--- config.mk ---
export PLATFORM = sky130hd
export DESIGN_NAME = tile_xfer_seq
export DESIGN_NICKNAME = d
export VERILOG_FILES = /design/src/rtl/tile_seq_pkg.sv /design/src/rtl/tile_seq_geom.sv /design/src/rtl/tile_seq_order.sv /design/src/rtl/tile_xfer_seq.sv
export SDC_FILE = /design/constraint.sdc
export NUM_CORES = 1
export LEC_CHECK = 0
export CORE_MARGIN = 3
export CORE_UTILIZATION = 43
export CTS_CLUSTER_DIAMETER = 80
export DETAILED_ROUTE_END_ITERATION = 6
export PLACE_DENSITY_LB_ADDON = 0.2
export SETUP_SLACK_MARGIN = 0.5
export SYNTH_ARGS = -nofsm -noshare
export SYNTH_HDL_FRONTEND = slang
export SYNTH_SLANG_ARGS = --single-unit
export TNS_END_PERCENT = 100
--- constraint.sdc ---
create_clock -name clk -period 7.75 [get_ports clk]
set_input_delay 1.55 -clock clk [delete_from_list [all_inputs] [get_ports clk]]
set_output_delay 1.55 -clock clk [all_outputs]
set_load 0.1 [all_outputs]
--- src/rtl/tile_seq_pkg.sv ---
`timescale 1ns/1ps
package tile_seq_pkg;

  typedef enum logic [2:0] {
    RG_INNER  = 3'd0,
    RG_TOP    = 3'd1,
    RG_BOTTOM = 3'd2,
    RG_LEFT   = 3'd3,
    RG_RIGHT  = 3'd4,
    RG_WHOLE  = 3'd5,
    RG_START  = 3'd6,
    RG_NONE   = 3'd7
  } region_e;

  // log2 of the microtile width in pixels for a bytes-per-pixel code
  function automatic logic [1:0] utile_wlog(input logic [2:0] code);
    case (code)
      3'd0, 3'd1: return 2'd3;
      3'd2, 3'd3: return 2'd2;
      default:    return 2'd1;
    endcase
  endfunction

  // log2 of the microtile height in pixels for a bytes-per-pixel code
  function automatic logic [1:0] utile_hlog(input logic [2:0] code);
    case (code)
      3'd0:       return 2'd3;
      3'd1, 3'd2: return 2'd2;
      default:    return 2'd1;
    endcase
  endfunction

endpackage

--- src/rtl/tile_seq_geom.sv ---
`timescale 1ns/1ps
module tile_seq_geom
  import tile_seq_pkg::*;
#(
  parameter int X_W = 9
) (
  input  logic [X_W-1:0]       x1,
  input  logic [X_W-1:0]       y1,
  input  logic [X_W-1:0]       x2,
  input  logic [X_W-1:0]       y2,
  input  logic [2:0]           bpp,
  output logic [7:0][X_W-1:0]  rg_xs,
  output logic [7:0][X_W-1:0]  rg_xe,
  output logic [7:0][X_W-1:0]  rg_ys,
  output logic [7:0][X_W-1:0]  rg_ye,
  output logic [7:0]           rg_nonempty,
  output logic                 has_inner,
  output logic [X_W-1:0]       step_x,
  output logic [X_W-1:0]       step_y
);

  localparam logic [X_W-1:0] ONE = {{(X_W-1){1'b0}}, 1'b1};

  logic [X_W-1:0] mask_x, mask_y;
  logic [X_W-1:0] ax1, ax2, ay1, ay2;

  assign step_x = ONE << utile_wlog(bpp);
  assign step_y = ONE << utile_hlog(bpp);
  assign mask_x = step_x - ONE;
  assign mask_y = step_y - ONE;

  assign ax1 = (x1 + mask_x) & ~mask_x;
  assign ay1 = (y1 + mask_y) & ~mask_y;
  assign ax2 = x2 & ~mask_x;
  assign ay2 = y2 & ~mask_y;

  assign has_inner = (ax1 < ax2) && (ay1 < ay2);

  always_comb begin
    rg_xs = '0;
    rg_xe = '0;
    rg_ys = '0;
    rg_ye = '0;
    rg_xs[RG_INNER]  = ax1; rg_xe[RG_INNER]  = ax2; rg_ys[RG_INNER]  = ay1; rg_ye[RG_INNER]  = ay2;
    rg_xs[RG_TOP]    = x1;  rg_xe[RG_TOP]    = x2;  rg_ys[RG_TOP]    = y1;  rg_ye[RG_TOP]    = ay1;
    rg_xs[RG_BOTTOM] = x1;  rg_xe[RG_BOTTOM] = x2;  rg_ys[RG_BOTTOM] = ay2; rg_ye[RG_BOTTOM] = y2;
    rg_xs[RG_LEFT]   = x1;  rg_xe[RG_LEFT]   = ax1; rg_ys[RG_LEFT]   = ay1; rg_ye[RG_LEFT]   = ay2;
    rg_xs[RG_RIGHT]  = ax2; rg_xe[RG_RIGHT]  = x2;  rg_ys[RG_RIGHT]  = ay1; rg_ye[RG_RIGHT]  = ay2;
    rg_xs[RG_WHOLE]  = x1;  rg_xe[RG_WHOLE]  = x2;  rg_ys[RG_WHOLE]  = y1;  rg_ye[RG_WHOLE]  = y2;
  end

  for (genvar g = 0; g < 8; g++) begin : g_ne
    assign rg_nonempty[g] = (rg_xs[g] < rg_xe[g]) && (rg_ys[g] < rg_ye[g]);
  end

endmodule

--- src/rtl/tile_seq_order.sv ---
`timescale 1ns/1ps
module tile_seq_order
  import tile_seq_pkg::*;
(
  input  region_e    cur,
  input  logic       has_inner,
  input  logic [7:0] nonempty,
  output region_e    nxt
);

  always_comb begin
    nxt = RG_NONE;
    case (cur)
      RG_START: begin
        if (has_inner)               nxt = RG_INNER;
        else if (nonempty[RG_WHOLE]) nxt = RG_WHOLE;
      end
      RG_WHOLE, RG_NONE: nxt = RG_NONE;
      default: begin
        // descending scan so the lowest qualifying strip wins
        for (int k = 4; k >= 1; k--) begin
          if (k > int'(cur) && nonempty[k]) nxt = region_e'(3'(k));
        end
      end
    endcase
  end

endmodule

--- src/rtl/tile_xfer_seq.sv ---
`timescale 1ns/1ps
module tile_xfer_seq
  import tile_seq_pkg::*;
#(
  parameter int COORD_W = 8
) (
  input  logic               clk,
  input  logic               rst_n,
  input  logic               req_valid,
  output logic               req_ready,
  input  logic [COORD_W-1:0] req_x,
  input  logic [COORD_W-1:0] req_y,
  input  logic [COORD_W-1:0] req_w,
  input  logic [COORD_W-1:0] req_h,
  input  logic [2:0]         req_bpp,
  output logic               cmd_valid,
  input  logic               cmd_ready,
  output logic               cmd_utile,
  output logic [COORD_W:0]   cmd_x,
  output logic [COORD_W:0]   cmd_y,
  output logic               seq_done
);

  localparam int X_W = COORD_W + 1;
  localparam logic [X_W-1:0] ONE = {{(X_W-1){1'b0}}, 1'b1};

  logic           busy_q, done_q;
  region_e        region_q;
  logic [X_W-1:0] cx_q, cy_q;
  logic [X_W-1:0] x1_q, y1_q, x2_q, y2_q;
  logic [2:0]     bpp_q;

  // geometry source: live request while idle, captured copy while busy
  logic [X_W-1:0] g_x1, g_y1, g_x2, g_y2;
  logic [2:0]     g_bpp;
  assign g_x1  = busy_q ? x1_q : {1'b0, req_x};
  assign g_y1  = busy_q ? y1_q : {1'b0, req_y};
  assign g_x2  = busy_q ? x2_q : ({1'b0, req_x} + {1'b0, req_w});
  assign g_y2  = busy_q ? y2_q : ({1'b0, req_y} + {1'b0, req_h});
  assign g_bpp = busy_q ? bpp_q : req_bpp;

  logic [7:0][X_W-1:0] rg_xs, rg_xe, rg_ys, rg_ye;
  logic [7:0]          rg_nonempty;
  logic                has_inner;
  logic [X_W-1:0]      step_x, step_y;

  tile_seq_geom #(.X_W(X_W)) geom_i (
    .x1(g_x1), .y1(g_y1), .x2(g_x2), .y2(g_y2), .bpp(g_bpp),
    .rg_xs(rg_xs), .rg_xe(rg_xe), .rg_ys(rg_ys), .rg_ye(rg_ye),
    .rg_nonempty(rg_nonempty), .has_inner(has_inner),
    .step_x(step_x), .step_y(step_y)
  );

  region_e order_cur, nxt;
  assign order_cur = busy_q ? region_q : RG_START;

  tile_seq_order order_i (
    .cur(order_cur), .has_inner(has_inner), .nonempty(rg_nonempty), .nxt(nxt)
  );

  // walker step within the current region
  logic [X_W-1:0] stx, sty;
  logic [X_W:0]   nx_w, ny_w;
  logic           row_end;
  assign stx     = (region_q == RG_INNER) ? step_x : ONE;
  assign sty     = (region_q == RG_INNER) ? step_y : ONE;
  assign nx_w    = {1'b0, cx_q} + {1'b0, stx};
  assign ny_w    = {1'b0, cy_q} + {1'b0, sty};
  assign row_end = nx_w >= {1'b0, rg_xe[region_q]};

  // named events, also used by the bound checker
  logic ev_start, ev_accept, ev_region_end, ev_last;
  assign ev_start      = req_valid && !busy_q;
  assign ev_accept     = busy_q && cmd_ready;
  assign ev_region_end = ev_accept && row_end && (ny_w >= {1'b0, rg_ye[region_q]});
  assign ev_last       = ev_region_end && (nxt == RG_NONE);

  always_ff @(posedge clk or negedge rst_n) begin
    if (!rst_n) begin
      busy_q   <= 1'b0;
      done_q   <= 1'b0;
      region_q <= RG_NONE;
      cx_q     <= '0;
      cy_q     <= '0;
      x1_q     <= '0;
      y1_q     <= '0;
      x2_q     <= '0;
      y2_q     <= '0;
      bpp_q    <= '0;
    end else begin
      done_q <= 1'b0;
      if (ev_start) begin
        x1_q  <= g_x1;
        y1_q  <= g_y1;
        x2_q  <= g_x2;
        y2_q  <= g_y2;
        bpp_q <= g_bpp;
        if (nxt == RG_NONE) begin
          done_q <= 1'b1;
        end else begin
          busy_q   <= 1'b1;
          region_q <= nxt;
          cx_q     <= rg_xs[nxt];
          cy_q     <= rg_ys[nxt];
        end
      end else if (ev_accept) begin
        if (!row_end) begin
          cx_q <= nx_w[X_W-1:0];
        end else if (!ev_region_end) begin
          cx_q <= rg_xs[region_q];
          cy_q <= ny_w[X_W-1:0];
        end else if (ev_last) begin
          busy_q   <= 1'b0;
          done_q   <= 1'b1;
          region_q <= RG_NONE;
        end else begin
          region_q <= nxt;
          cx_q     <= rg_xs[nxt];
          cy_q     <= rg_ys[nxt];
        end
      end
    end
  end

  assign req_ready = !busy_q;
  assign cmd_valid = busy_q;
  assign cmd_utile = busy_q && (region_q == RG_INNER);
  assign cmd_x     = cx_q;
  assign cmd_y     = cy_q;
  assign seq_done  = done_q;

endmodule

==> results of run 1 <==
sequential cells by signal, summed over array words and instances (netlist names):
register and flops:
y1_q 9, seq_done 1, cmd_valid 1, cmd_x 9
x2_q 9, x1_q 9, bpp_q 3, y2_q 9
region_q 3, cmd_y 9
stage by stage:
step	hold WS [ns]	util (%)	instance area [um^2]	worst slack (ns)
after floorplan	0.440	-	7590	1.10
after global placement	0.453	49.9	8460	0.551
after detailed placement	0.462	49.9	8460	0.382
after CTS	0.476	51.7	8760	0.731
after global routing	0.485	51.8	8770	0.607
final	0.473	51.8	8770	0.900
layer usage:
metal | global-route usage, % | wire length (um) | vias up
met2 | 33.6 | 9540 | 292
met4 | 9.06 | 654 | 0
met5 | 0 | 0 | -
met1 | 37.0 | 11700 | 3490
li1 | - | - | 3674
met3 | 4.21 | 1790 | 34
critical path: stages:
cell and delay, ns:
clkdlybuf4s50_1 0.58, nor3_2 0.25, a31o_2 0.19, inv_1 0.06
ha_1 0.42, and2b_1 0.27, a221oi_2 0.36, o21ai_2 0.14
xnor2_1 0.28, nand3_1 0.12, o21ai_0 0.13, a21oi_1 0.14
ha_1 0.21, or4_1 0.49, a21oi_1 0.12, o21ai_0 0.13
a22o_1 0.35, nand2_1 0.15, nor2_1 0.12, nor2_1 0.23
o31ai_4 0.08, buf_4 0.20, nor2_1 0.33, a31oi_1 0.16
cell usage in the layout, fill, tap and decap left out, drive strengths merged, types with 7 or more instances in the layout:
master         synthesis  final
nand2                134    134
ha                    84     84
nor2                  78     78
o21ai                 76     76
a21oi                 70     70
inv                   61     61
clkdlybuf4s50          0     59
dfrtp                 59     59
buf                   21     27
mux2i                 25     25
xnor2                 24     24
a22oi                 24     24
nand3                 19     19
a211oi                16     16
nor3                  16     16
nand2b                15     15
a21o                  15     15
a31oi                 14     14
xor2                  13     13
clkbuf                23     13
and2                  11     11
o211ai                11     11
o22ai                  9      9
mux2                   9      9
nand4                  8      8
nor2b                  8      8
o31ai                  8      8
a221oi                 8      8
o21a                   7      7
o221ai                 7      7
timing repair:
| item | in CTS | in global routing |
|---|---|---|
| buffers inserted | 0 | 0 |
| hold endpoints to repair | 0 | 0 |
| resized for setup | 0 | 2 |
| setup endpoints to repair | 0 | 8 |
cell families (layout without fill, tap and decap cells):
logic type	Yosys count	count (layout)	share of synthesized area, %
AOI/OAI and AO/OA	328	328	29.8
buffers and inverters	105	163	5.74
xor gates and xnor gates	37	37	4.27
muxes	34	34	4.89
and+or+nand+nor	313	313	19.4
DFF	62	62	20.5
adders and majority gates	90	90	15.4
worst min-delay path by stage:
stage	end	slack, ns
finish	y2_q[0]	0.47
global placement	x1_q[7]	0.45
CTS	y2_q[2]	0.48
global route	x1_q[8]	0.48
floorplan	x1_q[7]	0.44
detailed placement	y2_q[2]	0.46
final cells by class:
type	count	area (um^2)
well taps	220	275
flip-flops and latches	62	1560
inverters	61	229
repair buffers	86	791
clock buffers	13	260
clock inverters	3	42.5
fillers	1680	8170
multi-input cells	802	5610
==> impl_metrics.ini, run 1 <==
[outcome]
status = finished, final reports clean

[finish]
diodes = 0
stdcell_count = 1247
syn_to_final_growth_pct = 15.5
nets = 1151
drive_gt1_share_pct = 8.86

[floorplanning]
die_y_um = 139
row_count = 47
core_area_mm2 = 0.0169
die_area_mm2 = 0.0193
fp.dieW_um = 139
initial_utilization_pct = 44.8
io_pins = 61

[route]
num_vias = 7490
drtIter0Drc = 552
routed_via_density = 6.01
routed_wl_um = 23700
drc = 0
drtPass1Iterations = 7
ant_nets = 0
wire_per_inst_um = 19.0

[synthesis]
synth_edf_count = 0
synthTopCellsByArea = dfrtp_1 19%, ha_1 14%, nand2_1 6.6%
syn_area_per_cell_um2 = 7.84
synthFlopType = dfrtp_1
synth.top_cell.area_share_pct = 19.4
seq_area_frac_synth_pct = 20.5
netlist.top_cell.by_area = dfrtp_1
yosys_warnings = 0
syn_nets = 1098
synth_area_mm2 = 0.00759
yosysMostFrequentCell = nand2_1
synthArstFlopShare_pct = 100
synthCells = 969
synth_cell_types = 90
yosys-top-cells-count = 133 x nand2_1, 84 x ha_1, 75 x nor2_1, 71 x o21ai_0, 69 x a21oi_1
ys_ff_latch = 62

[timing]
period_needed_ns = 6.85
worst_pin_slew_ns = 0.974
hold_violations = 0
rsz0062_at_grt = no
max_slew_margin_pct = 34.9
period_share_pct = 88.4
clock_skew_ns = 0.00685
max_freq_ghz = 0.146
fin_tns_setup_ns = 0
setup_viol = 0
slew_violations = 0

[global_routing]
grt_max_degree = 63
grt_pass1_vias = 6855
antenna_found_initial = 0
grt_pass1_wl_um = 37700
grt.overflow.total = 0
grtUsageTotal_pct = 24.2

[setup_path]
cp.required_ns = 7.95
worstSetupStartpoint = req_bpp[1]
arrival_ns = 7.05
ff2ff_path_depth = 23
path_class = input port to flop
regToRegSetupSlack_ns = 1.82
crit_end = cmd_y[4]
r2r-start = cmd_valid
end_kind = flop
path_max_fanout = 14
r2r-end = cmd_y[4]
startpoint_type = input port

[placed_design]
dpl.cell_count = 1231
place_hpwl_um = 18300
io_buffer_count = 60
place_congestion = 0.994

[clock_network]
htreeDepth = 3
clkTransAtPathRegs_ns = 0.05
insertion_delay_ns = 0.35
cts_num_sinks = 62
root_buffer = clkbuf_16
clk_path_buf_depth = 2
cts_hold_buf = 0
cts_tree = built
cts_inserted_buffers = 9

[worst_hold_path]
min_path_type = flop to flop
min_from = y2_q[0]
min_path_cells = 2

[flow_run]
max-cap-violations = 0
Power of run 1 is not shown: default switching activity piles up to over one toggle a cycle in this logic, so the estimate is an artifact.
==> run 2: changes to the inputs <==
==> constraint.sdc (replaced) <==
create_clock -name clk -period 7.75 [get_ports clk]
set_input_delay 0.775 -clock clk [delete_from_list [all_inputs] [get_ports clk]]
set_output_delay 0.775 -clock clk [all_outputs]
set_load 0.1 [all_outputs]
==> impl_metrics.ini, run 2 (synthesis gave the netlist of run 1 again) <==
[floorplanning]
initial_utilization_pct = 44.8
die_y_um = 139
row_count = 47
die_area_mm2 = 0.0193
fp.dieW_um = 139
core_area_mm2 = 0.0169
io_pins = 61

[global_routing]
grt_max_degree = 63
grt_pass1_vias = 6837
grtUsageTotal_pct = 24.4
grt_pass1_wl_um = 38000
grt.overflow.total = 0
antenna_found_initial = 0

[timing]
hold_violations = 0
slew_violations = 0
rsz0062_at_grt = no
period_needed_ns = 6.71
fin_tns_setup_ns = 0
setup_viol = 0
max_freq_ghz = 0.149
clock_skew_ns = 0.00657
max_slew_margin_pct = 33.7
period_share_pct = 86.5
worst_pin_slew_ns = 0.991

[placed_design]
io_buffer_count = 60
place_congestion = 0.957
dpl.cell_count = 1217
place_area_mm2 = 0.00835
place_hpwl_um = 18100

[setup_path]
end_kind = flop
ff2ff_path_depth = 21
arrival_ns = 6.94
startpoint_type = flop
regToRegSetupSlack_ns = 1.04
cp.required_ns = 7.99
r2r-start = cmd_valid
worstSetupStartpoint = cmd_valid
path_class = flop to flop
path_max_fanout = 37
r2r-end = cmd_x[2]
crit_end = cmd_x[2]

[clock_network]
cts_resized = 0
clk_path_buf_depth = 2
root_buffer = clkbuf_16
clkTransAtPathRegs_ns = 0.06
postCtsSetupBuffers = 0
cts_num_sinks = 62
cts_hold_buf = 0
insertion_delay_ns = 0.35
cts_tree = built
htreeDepth = 3
cts_inserted_buffers = 9

[route]
routed_wl_um = 23800
drc = 0
routed_via_density = 5.99
drtIter0Drc = 696
ant_nets = 0
wire_per_inst_um = 19.3
num_vias = 7381
drtPass1Iterations = 6

[worst_hold_path]
min_path_type = flop to flop

[outcome]
status = finished, final reports clean

[flow_run]
max-cap-violations = 0

[finish]
syn_to_final_growth_pct = 14.1
drive_gt1_share_pct = 7.31
nets = 1137
diodes = 0
final_common_cell = nand2_1
stdcell_count = 1233
final_cell_mix = 133 x nand2_1, 84 x ha_1, 74 x nor2_1
fin_area_mm2 = 0.00866
## run 2: worst min-delay path by stage
stage	slack [ns]	endpoint	depth (start not counted)	start
5_1_grt	0.50	y2_q[1]	2	y2_q[1]
2_1_floorplan	0.44	x1_q[7]	2	x1_q[7]
3_5_place_dp	0.46	x1_q[7]	2	x1_q[7]
6_report	0.47	x1_q[7]	2	x1_q[7]
3_3_place_gp	0.45	x1_q[7]	2	x1_q[7]
4_1_cts	0.47	y1_q[2]	2	y1_q[2]
## run 2: critical path: stages (launching register included)
cell and delay [ns]:
dfrtp_2 0.91, mux2i_1 0.66, inv_1 0.14, fa_1 0.48, nand2b_1 0.25, a221oi_1 0.54, o21ai_2 0.15, xnor2_1 0.29
nand3_1 0.11, o21ai_0 0.14, a21oi_1 0.13, ha_1 0.20, or4_1 0.46, a21oi_1 0.12, o21ai_0 0.13, a22o_1 0.34
nand2_1 0.14, nor2_1 0.10, o2111ai_2 0.13, o311a_1 0.61, o21ai_0 0.19, o32a_1 0.31
## run 2: cell type report
type	count	area [um^2]
Clock inverter	1	30.0
Inverter	61	229
Clock buffer	15	278
Sequential cell	62	1560
Timing Repair Buffer	72	686
Multi-Input combinational cell	802	5610
Tap cell	220	275
Fill cell	1702	8280
## run 2: stage by stage
stage	hold WS [ns]	util, %	worst slack [ns]
3_3_place_gp	0.455	49.3	1.06
3_5_place_dp	0.460	49.3	0.901
6_report	0.470	51.1	1.04
4_1_cts	0.474	51.1	1.20
5_1_grt	0.499	51.1	0.652
2_1_floorplan	0.440	-	1.10
## run 2: metal layers
layer / routed length [um] / global-route usage (%) / share of wire [%] / vias to the layer above
li1: - / - / - / 3636
met5: 0 / 0 / 0 / -
met1: 11700 / 37.9 / 49 / 3431
met4: 465 / 6.33 / 2.0 / 0
met3: 1840 / 3.83 / 7.7 / 31
met2: 9780 / 34.8 / 41 / 283
Power of run 2 is left out for the same reason.
